`src/rtl/rcb_pkg.sv`:
```
package rcb_pkg;

  localparam int NCORE   = 4;
  localparam int DW      = 32;
  localparam int CTL_IDX = 0;
  localparam int RST_LSB = 13;   // core n reset at RST_LSB + n
  localparam int EN_LSB  = 21;   // core n enable at EN_LSB + n, n >= 1
  localparam int AUX_A   = 3;
  localparam int AUX_B   = 12;
  localparam int GPR_BASE = 6;   // word index of G1

  typedef struct packed {
    logic [DW-1:0]    nv;
    logic [NCORE-1:0] rst;
    logic [NCORE-1:0] on;
    logic [NCORE-1:0] off;
  } ctl_eff_t;

  function automatic logic [DW-1:0] reg_reset_val(input int idx);
    case (idx)
      0:       return 32'h0000_0521;
      2:       return 32'h0000_0001;
      4:       return 32'h0000_001F;
      default: return '0;
    endcase
  endfunction

  // word index holding the start address of core c; argument is the next word
  function automatic int start_idx(input int c);
    return GPR_BASE + 2 * c;
  endfunction

  // effect of writing w over the stored control word old
  function automatic ctl_eff_t ctl_apply(input logic [DW-1:0] old, input logic [DW-1:0] w);
    logic [DW-1:0] chg;
    ctl_eff_t e;
    chg   = old ^ w;
    e.nv  = w;
    e.rst = '0;
    e.on  = '0;
    e.off = '0;
    for (int c = NCORE - 1; c >= 1; c--) begin
      if (chg[EN_LSB + c]) begin
        if (w[EN_LSB + c]) e.on[c] = 1'b1;
        else               e.off[c] = 1'b1;
        e.nv[RST_LSB + c] = 1'b0;
        chg[RST_LSB + c]  = 1'b0;
      end
    end
    for (int c = 0; c < NCORE; c++) begin
      if (chg[RST_LSB + c]) begin
        e.rst[c] = 1'b1;
        e.nv[RST_LSB + c] = 1'b0;
      end
    end
    if (chg[AUX_A]) e.nv[AUX_A] = 1'b0;
    if (chg[AUX_B]) e.nv[AUX_B] = 1'b0;
    return e;
  endfunction

endpackage

```
`src/rtl/rcb_regfile.sv`:
```
module rcb_regfile
  import rcb_pkg::*;
#(
  parameter int NUM_REGS = 16,
  localparam int SEL_W = $clog2(NUM_REGS)
) (
  input  logic                   clk_i,
  input  logic                   rst_ni,
  input  logic                   wr_en_i,
  input  logic [SEL_W-1:0]       wr_sel_i,
  input  logic [DW-1:0]          wr_val_i,
  output logic [NUM_REGS*DW-1:0] regs_o
);

  for (genvar i = 0; i < NUM_REGS; i++) begin : g_reg
    logic [DW-1:0] q;
    always_ff @(posedge clk_i or negedge rst_ni) begin
      if (!rst_ni)                                   q <= reg_reset_val(i);
      else if (wr_en_i && wr_sel_i == SEL_W'(i))     q <= wr_val_i;
    end
    assign regs_o[i*DW +: DW] = q;
  end

endmodule

```
`src/rtl/rcb_cmd.sv`:
```
module rcb_cmd
  import rcb_pkg::*;
(
  input  logic                clk_i,
  input  logic                rst_ni,
  input  logic                ctl_wr_i,
  input  logic [NCORE-1:0]    rst_req_i,
  input  logic [NCORE-1:0]    on_req_i,
  input  logic [NCORE-1:0]    off_req_i,
  input  logic [NCORE*DW-1:0] start_src_i,
  input  logic [NCORE*DW-1:0] arg_src_i,
  output logic [NCORE-1:0]    rst_o,
  output logic [NCORE-1:0]    on_o,
  output logic [NCORE-1:0]    off_o,
  output logic [NCORE*DW-1:0] start_o,
  output logic [NCORE*DW-1:0] arg_o
);

  always_ff @(posedge clk_i or negedge rst_ni) begin
    if (!rst_ni) begin
      rst_o <= '0;
      on_o  <= '0;
      off_o <= '0;
    end else begin
      rst_o <= ctl_wr_i ? rst_req_i : '0;
      on_o  <= ctl_wr_i ? on_req_i  : '0;
      off_o <= ctl_wr_i ? off_req_i : '0;
    end
  end

  for (genvar c = 0; c < NCORE; c++) begin : g_core
    logic [DW-1:0] a_q, g_q;
    always_ff @(posedge clk_i or negedge rst_ni) begin
      if (!rst_ni) begin
        a_q <= '0;
        g_q <= '0;
      end else if (ctl_wr_i && on_req_i[c]) begin
        a_q <= start_src_i[c*DW +: DW];
        g_q <= arg_src_i[c*DW +: DW];
      end
    end
    assign start_o[c*DW +: DW] = a_q;
    assign arg_o[c*DW +: DW]   = g_q;
  end

  // a core changing power state is never reset by the same write
  assert_no_rst_on_switch_R7: assert property (@(posedge clk_i) disable iff (!rst_ni)
    ((on_o | off_o) & rst_o) == '0);

  // every strobe traces back to a control write one cycle earlier
  assert_strobe_after_write_R11: assert property (@(posedge clk_i) disable iff (!rst_ni)
    (rst_o != '0 || on_o != '0 || off_o != '0) |-> $past(ctl_wr_i));

  // on and off never both requested for one core
  assert_on_off_exclusive_R6: assert property (@(posedge clk_i) disable iff (!rst_ni)
    (on_o & off_o) == '0);

endmodule

```
`src/rtl/rcb_top.sv`:
```
module rcb_top
  import rcb_pkg::*;
#(
  parameter int ADDR_W   = 12,
  parameter int NUM_REGS = 16,
  localparam int IDX_W = ADDR_W - 2,
  localparam int SEL_W = $clog2(NUM_REGS)
) (
  input  logic                clk_i,
  input  logic                rst_ni,
  input  logic                bus_valid_i,
  input  logic                bus_write_i,
  input  logic [ADDR_W-1:0]   bus_addr_i,
  input  logic [DW-1:0]       bus_wdata_i,
  output logic [DW-1:0]       bus_rdata_o,
  output logic [NCORE-1:0]    core_rst_o,
  output logic [NCORE-1:0]    core_on_o,
  output logic [NCORE-1:0]    core_off_o,
  output logic [NCORE*DW-1:0] core_start_addr_o,
  output logic [NCORE*DW-1:0] core_start_arg_o
);

  logic [IDX_W-1:0]       idx;
  logic [SEL_W-1:0]       sel;
  logic                   aligned, in_range, acc_ok, acc_wr, ctl_wr, bad_wr;
  logic [NUM_REGS*DW-1:0] regs_flat;
  logic [DW-1:0]          regs_a [NUM_REGS];
  logic [DW-1:0]          wr_val;
  ctl_eff_t               eff;
  logic [NCORE*DW-1:0]    start_src, arg_src;

  assign idx      = bus_addr_i[ADDR_W-1:2];
  assign sel      = idx[SEL_W-1:0];
  assign aligned  = (bus_addr_i[1:0] == 2'b00);
  assign in_range = (idx < IDX_W'(NUM_REGS));
  assign acc_ok   = bus_valid_i && aligned && in_range;
  assign acc_wr   = acc_ok && bus_write_i;
  assign ctl_wr   = acc_wr && (sel == SEL_W'(CTL_IDX));
  assign bad_wr   = bus_valid_i && bus_write_i && !(aligned && in_range);

  for (genvar i = 0; i < NUM_REGS; i++) begin : g_view
    assign regs_a[i] = regs_flat[i*DW +: DW];
  end

  assign eff    = ctl_apply(regs_a[CTL_IDX], bus_wdata_i);
  assign wr_val = ctl_wr ? eff.nv : bus_wdata_i;

  assign bus_rdata_o = (acc_ok && !bus_write_i) ? regs_a[sel] : '0;

  for (genvar c = 0; c < NCORE; c++) begin : g_src
    if (c == 0) begin : g_none
      assign start_src[c*DW +: DW] = '0;
      assign arg_src[c*DW +: DW]   = '0;
    end else begin : g_pair
      assign start_src[c*DW +: DW] = regs_a[start_idx(c)];
      assign arg_src[c*DW +: DW]   = regs_a[start_idx(c) + 1];
    end
  end

  rcb_regfile #(.NUM_REGS(NUM_REGS)) u_regs (
    .clk_i    (clk_i),
    .rst_ni   (rst_ni),
    .wr_en_i  (acc_wr),
    .wr_sel_i (sel),
    .wr_val_i (wr_val),
    .regs_o   (regs_flat)
  );

  rcb_cmd u_cmd (
    .clk_i       (clk_i),
    .rst_ni      (rst_ni),
    .ctl_wr_i    (ctl_wr),
    .rst_req_i   (eff.rst),
    .on_req_i    (eff.on),
    .off_req_i   (eff.off),
    .start_src_i (start_src),
    .arg_src_i   (arg_src),
    .rst_o       (core_rst_o),
    .on_o        (core_on_o),
    .off_o       (core_off_o),
    .start_o     (core_start_addr_o),
    .arg_o       (core_start_arg_o)
  );

  // a refused or out-of-window write changes no register
  assert_bad_write_dropped_R3: assert property (@(posedge clk_i) disable iff (!rst_ni)
    $past(bad_wr) |-> $stable(regs_flat));

  // plain register write stores the data as given
  assert_plain_store_R4: assert property (@(posedge clk_i) disable iff (!rst_ni)
    $past(acc_wr && !ctl_wr) |-> regs_a[$past(sel)] == $past(bus_wdata_i));

  // command bits never remain set after a control write
  assert_cmd_bits_clear_R8: assert property (@(posedge clk_i) disable iff (!rst_ni)
    $past(ctl_wr) |-> (regs_a[CTL_IDX][RST_LSB +: NCORE] == '0 &&
                       !regs_a[CTL_IDX][AUX_A] && !regs_a[CTL_IDX][AUX_B]));

  // core 1 start address is the G3 word seen at the write
  assert_core1_start_R5: assert property (@(posedge clk_i) disable iff (!rst_ni)
    core_on_o[1] |-> (core_start_addr_o[DW +: DW] == $past(regs_a[start_idx(1)]) &&
                      core_start_arg_o[DW +: DW] == $past(regs_a[start_idx(1) + 1])));

endmodule

```
`config.mk`:
```
export PLATFORM = sky130hd
export DESIGN_NAME = rcb_top
export DESIGN_NICKNAME = d
export VERILOG_FILES = /design/src/rtl/rcb_pkg.sv /design/src/rtl/rcb_regfile.sv /design/src/rtl/rcb_cmd.sv /design/src/rtl/rcb_top.sv
export SDC_FILE = /design/constraint.sdc
export NUM_CORES = 1
export LEC_CHECK = 0
export BUFFER_PORTS_ARGS = -buffer_cell sky130_fd_sc_hd__buf_2
export CORE_MARGIN = 3
export CORE_UTILIZATION = 59
export DETAILED_ROUTE_END_ITERATION = 10
export GPL_ROUTABILITY_DRIVEN = 1
export PLACE_DENSITY = 0.8
export SETUP_SLACK_MARGIN = 0.4
export SKIP_LAST_GASP = 1
export SLEW_MARGIN = 20
export SYNTH_ARGS = -nofsm -noshare
export SYNTH_HDL_FRONTEND = slang
export SYNTH_SLANG_ARGS = --single-unit
```
`constraint.sdc`:
```
create_clock -name clk_i -period 2.1 [get_ports clk_i]
set_input_delay 0 -clock clk_i [delete_from_list [all_inputs] [get_ports clk_i]]
set_output_delay 0 -clock clk_i [all_outputs]
set_load 0.05 [all_outputs]
```
==> results by group <==
Clock network
  – Clock tree sinks: 714
  – Clock transition at path regs: 0.06 ns
  – CTS Buffer Depth: 3
  – Clock Latency Late Sink: 0.61 ns
  – CTS HTree Levels: 3
  – Root buffer cell: clkbuf_16
  – Total CTS buffers: 73
  – CTS tree: yes

Pwr
  – Static leakage power: 19.25 nW
  – Worst vdd ir: 577.5 uV
  – P per Cell Area: 745.2 nW/um^2
  – Power Total: 28.30 mW

Finish
  – Final core occ: 71.98%
  – Fin nets: 2501
  – Multi-input combinational cell area: 13060 sq um
  – Share of post-route cells with drive strength above 1: 52.92%
  – Antenna diodes: 0
  – FILL cells: 3211
  – Area Overhead vs Synth: 20.42%
  – Reg area: 17880 sq um
  – Final instance area: 37980 sq um

Timing
  – Slew headroom: 54.25%
  – Period Utilization, post-route: 106.6%
  – Final setup viols: 32
  – Setup Skew: 0.01789 ns
  – Final WS setup: -0.1395 ns
  – Minimum hold slack: 0.04699 ns
  – Worst-Margin Slew: 0.6862 ns
  – Final Critical Period: 2.240 ns
  – Final Hold Viols: 0
  – Max Clk Rate: 446.5 MHz
  – RSZ-0062 raised after global routing: yes
  – Slew Viols, Final: 0

Routing
  – First-pass DRT Iterations: 5
  – Post-Route WL: 84580 um
  – Via Count: 19450
  – Vias per inst: 6.102
  – DRC Markers: 0
  – 1st-iter DRT viols: 1440
  – Antenna viol nets, final: 0
  – WL/cell: 26.53 um

Yosys
  – Post-Synthesis Cell Area: 31540 sq um
  – Ranking of synthesized cells by area: dfrtp_1, mux2_2, mux4_2, buf_4, nand2_1
  – Seq cells post-synth: 714
  – Gate Count Post-Synth: 2104
  – Post-synth top area share: 55.86%
  – Syn. warnings: 0
  – Register area share after synthesis: 56.69%
  – Syn avg cell area: 14.99 sq um
  – Cell variety after synth: 43
  – Synth area leader: dfrtp_1

Job
  – Max-cap violation count: 0

Floorplanning
  – # rows: 84
  – Floorplan core area: 52760 sq um
  – Die Width: 237.2 um
  – Initial Util: 59.78%
  – Die Y: 237.2 um
  – I/O Pins: 348
  – Die Area: 56270 sq um

GRT
  – Vias in the first global route: 20880
  – Pin count of the biggest net entering global routing: 82
  – First-pass GRT wire length: 127400 um
  – Antenna violations before repair: 0
  – Grt total ovfl: 0
  – Gr usage total: 29.83%

Worst setup path
  – RR Startpoint: u_regs.g_reg[0].q[24]
  – Setup slack, reg-to-reg: 0.38 ns
  – Worst Setup End Kind: output pin
  – Setup CP Type: primary input to output pin
  – CP Capture Point: bus_rdata_o[17]
  – Required @ worst endpoint: 2.10 ns
  – Type of origin of the critical path: primary input
  – Critical Path AT: 2.24 ns
  – Setup crit start: bus_addr_i[11]
  – FF-to-FF path depth: 7
  – RR Endpoint: u_cmd.g_core[3].a_q[21]
  – Worst Path Max Fanout: 7

Placed design
  – Cell Area, Placed: 34640 sq um
  – Dpl hpwl: 52920 um
  – Routability cong.: 0.7971
  – I/O Buffers: 281
  – Pre-CTS worst setup slack: -0.2485 ns

Min path
  – Hold/Removal Path Class: primary input to flip-flop

Outcome
  – Failing checks: setup timing
  – Outcome: complete, but fails checks
-- cell usage in the layout, fill, tap and decap left out, types with 10 or more instances in the layout --
| cell type | synthesis | layout |
|---|---|---|
| mux4_2 | 128 | 128 |
| mux2i_1 | 32 | 31 |
| buf_12 | 0 | 51 |
| buf_8 | 0 | 15 |
| dfstp_2 | 10 | 10 |
| buf_2 | 32 | 243 |
| clkinv_2 | 0 | 10 |
| buf_6 | 4 | 22 |
| nand4_1 | 16 | 16 |
| clkbuf_8 | 0 | 14 |
| o2bb2ai_4 | 0 | 32 |
| nand2_1 | 166 | 166 |
| o21ai_0 | 90 | 90 |
| clkbuf_1 | 95 | 16 |
| conb_1 | 1 | 66 |
| clkbuf_16 | 0 | 82 |
| dlygate4sd3_1 | 0 | 34 |
| buf_4 | 86 | 73 |
| mux2_2 | 614 | 609 |
| dfrtp_1 | 704 | 704 |
-- cell families (layout without fill, tap and decap cells) --
logic type	Yosys count	after routing	synth area share, %
buffers and inverters	247	578	4.205
muxes	774	774	32.08
DFF	714	714	56.69
xor gates and xnor gates	3	3	0.08333
adders and majority gates	7	7	0.2777
AOI/OAI and AO/OA	133	133	3.241
and+or+nand+nor	225	225	3.412
other	1	66	0.01189
-- worst min-delay path by stage --
stage	startpoint	end	cells after the start
6_report	bus_addr_i[7]	u_regs.g_reg[0].q[5]	6
5_1_grt	bus_addr_i[7]	u_regs.g_reg[0].q[10]	6
4_1_cts	bus_addr_i[7]	u_regs.g_reg[0].q[5]	6
3_5_place_dp	rst_ni	u_cmd.g_core[2].a_q[29]	1
3_3_place_gp	rst_ni	u_cmd.g_core[2].a_q[29]	1
2_1_floorplan	rst_ni	u_cmd.g_core[1].a_q[0]	0
-- power by group --
part,switching (mW),internal [mW]
Sequential,0.0153,13.8
Clock,5.36,7.82
Combinational,0.967,0.357
-- timing repair --
item                                    4_1_cts  5_1_grt
buffers inserted                              3        6
pin swaps                                     1        4
endpoints found under the hold margin      1181        0
gates cloned                                  0        6
resized for setup                            70       20
endpoints found under the setup margin       32       81
hold buffers                                 35        0
-- stage by stage --
| stage | setup TNS, ns | instances |
|---|---|---|
| finish | -3.568 | 3188 |
| global route | -4.105 | 3188 |
| CTS | -2.458 | 3176 |
| detailed placement | -30.30 | 3009 |
| global placement | -24.64 | 3009 |
| floorplan | 0 | 2169 |
-- worst max-delay path, stage by stage --
cell and delay, ns:
buf_6 0.09, or4b_4 0.54, or4_4 0.54, or3_4 0.49, buf_12 0.22, o2bb2ai_4 0.16, buf_8 0.16
-- final cells by class --
type	instances	area share, %
Inverter	6	0.05930
Timing Repair Buffer	443	9.804
Sequential cell	714	47.08
Multi-Input combinational cell	1208	34.38
Clock buffer	107	5.739
Tap cell	688	2.267
Clock inverter	22	0.6754
-- synthesized netlist by cell type, drive strengths merged --
cell type and count:
or3b 1, nor3b 2, buf 143, o21ai 93
nor3 1, conb 1, nor4b 5, mux2i 32
o21a 2, and2 10, a21boi 3, clkbuf 98
mux2 614, nand2b 1, o31ai 2, and3 3
ha 7, or4 3, or3 2, o2bb2ai 32
xor2 3, mux4 128, dfrtp 704, and4b 4
nor4bb 6, nand4 16, nand2 166, inv 6
nor2 1, or4b 1, dfstp 10, a22o 1
nor4 3
-- flip-flops by register name, indices dropped and copies added, names as in the netlist --
signal	count
u_regs.g.q	512
u_cmd.g_core.a_q	96
u_cmd.g_core.g_q	96
u_cmd.rst_o	4
u_cmd.off_o	3
u_cmd.on_o	3
-- routing by layer --
metal	vias to the layer above	share of wire [%]	track usage (%)
met3	141	6.6	5.871
met5	-	0	0
li1	8179	-	-
met4	0	2.9	9.937
met2	749	50	48.98
met1	10390	41	40.69
(Power assumes the default switching activity.)
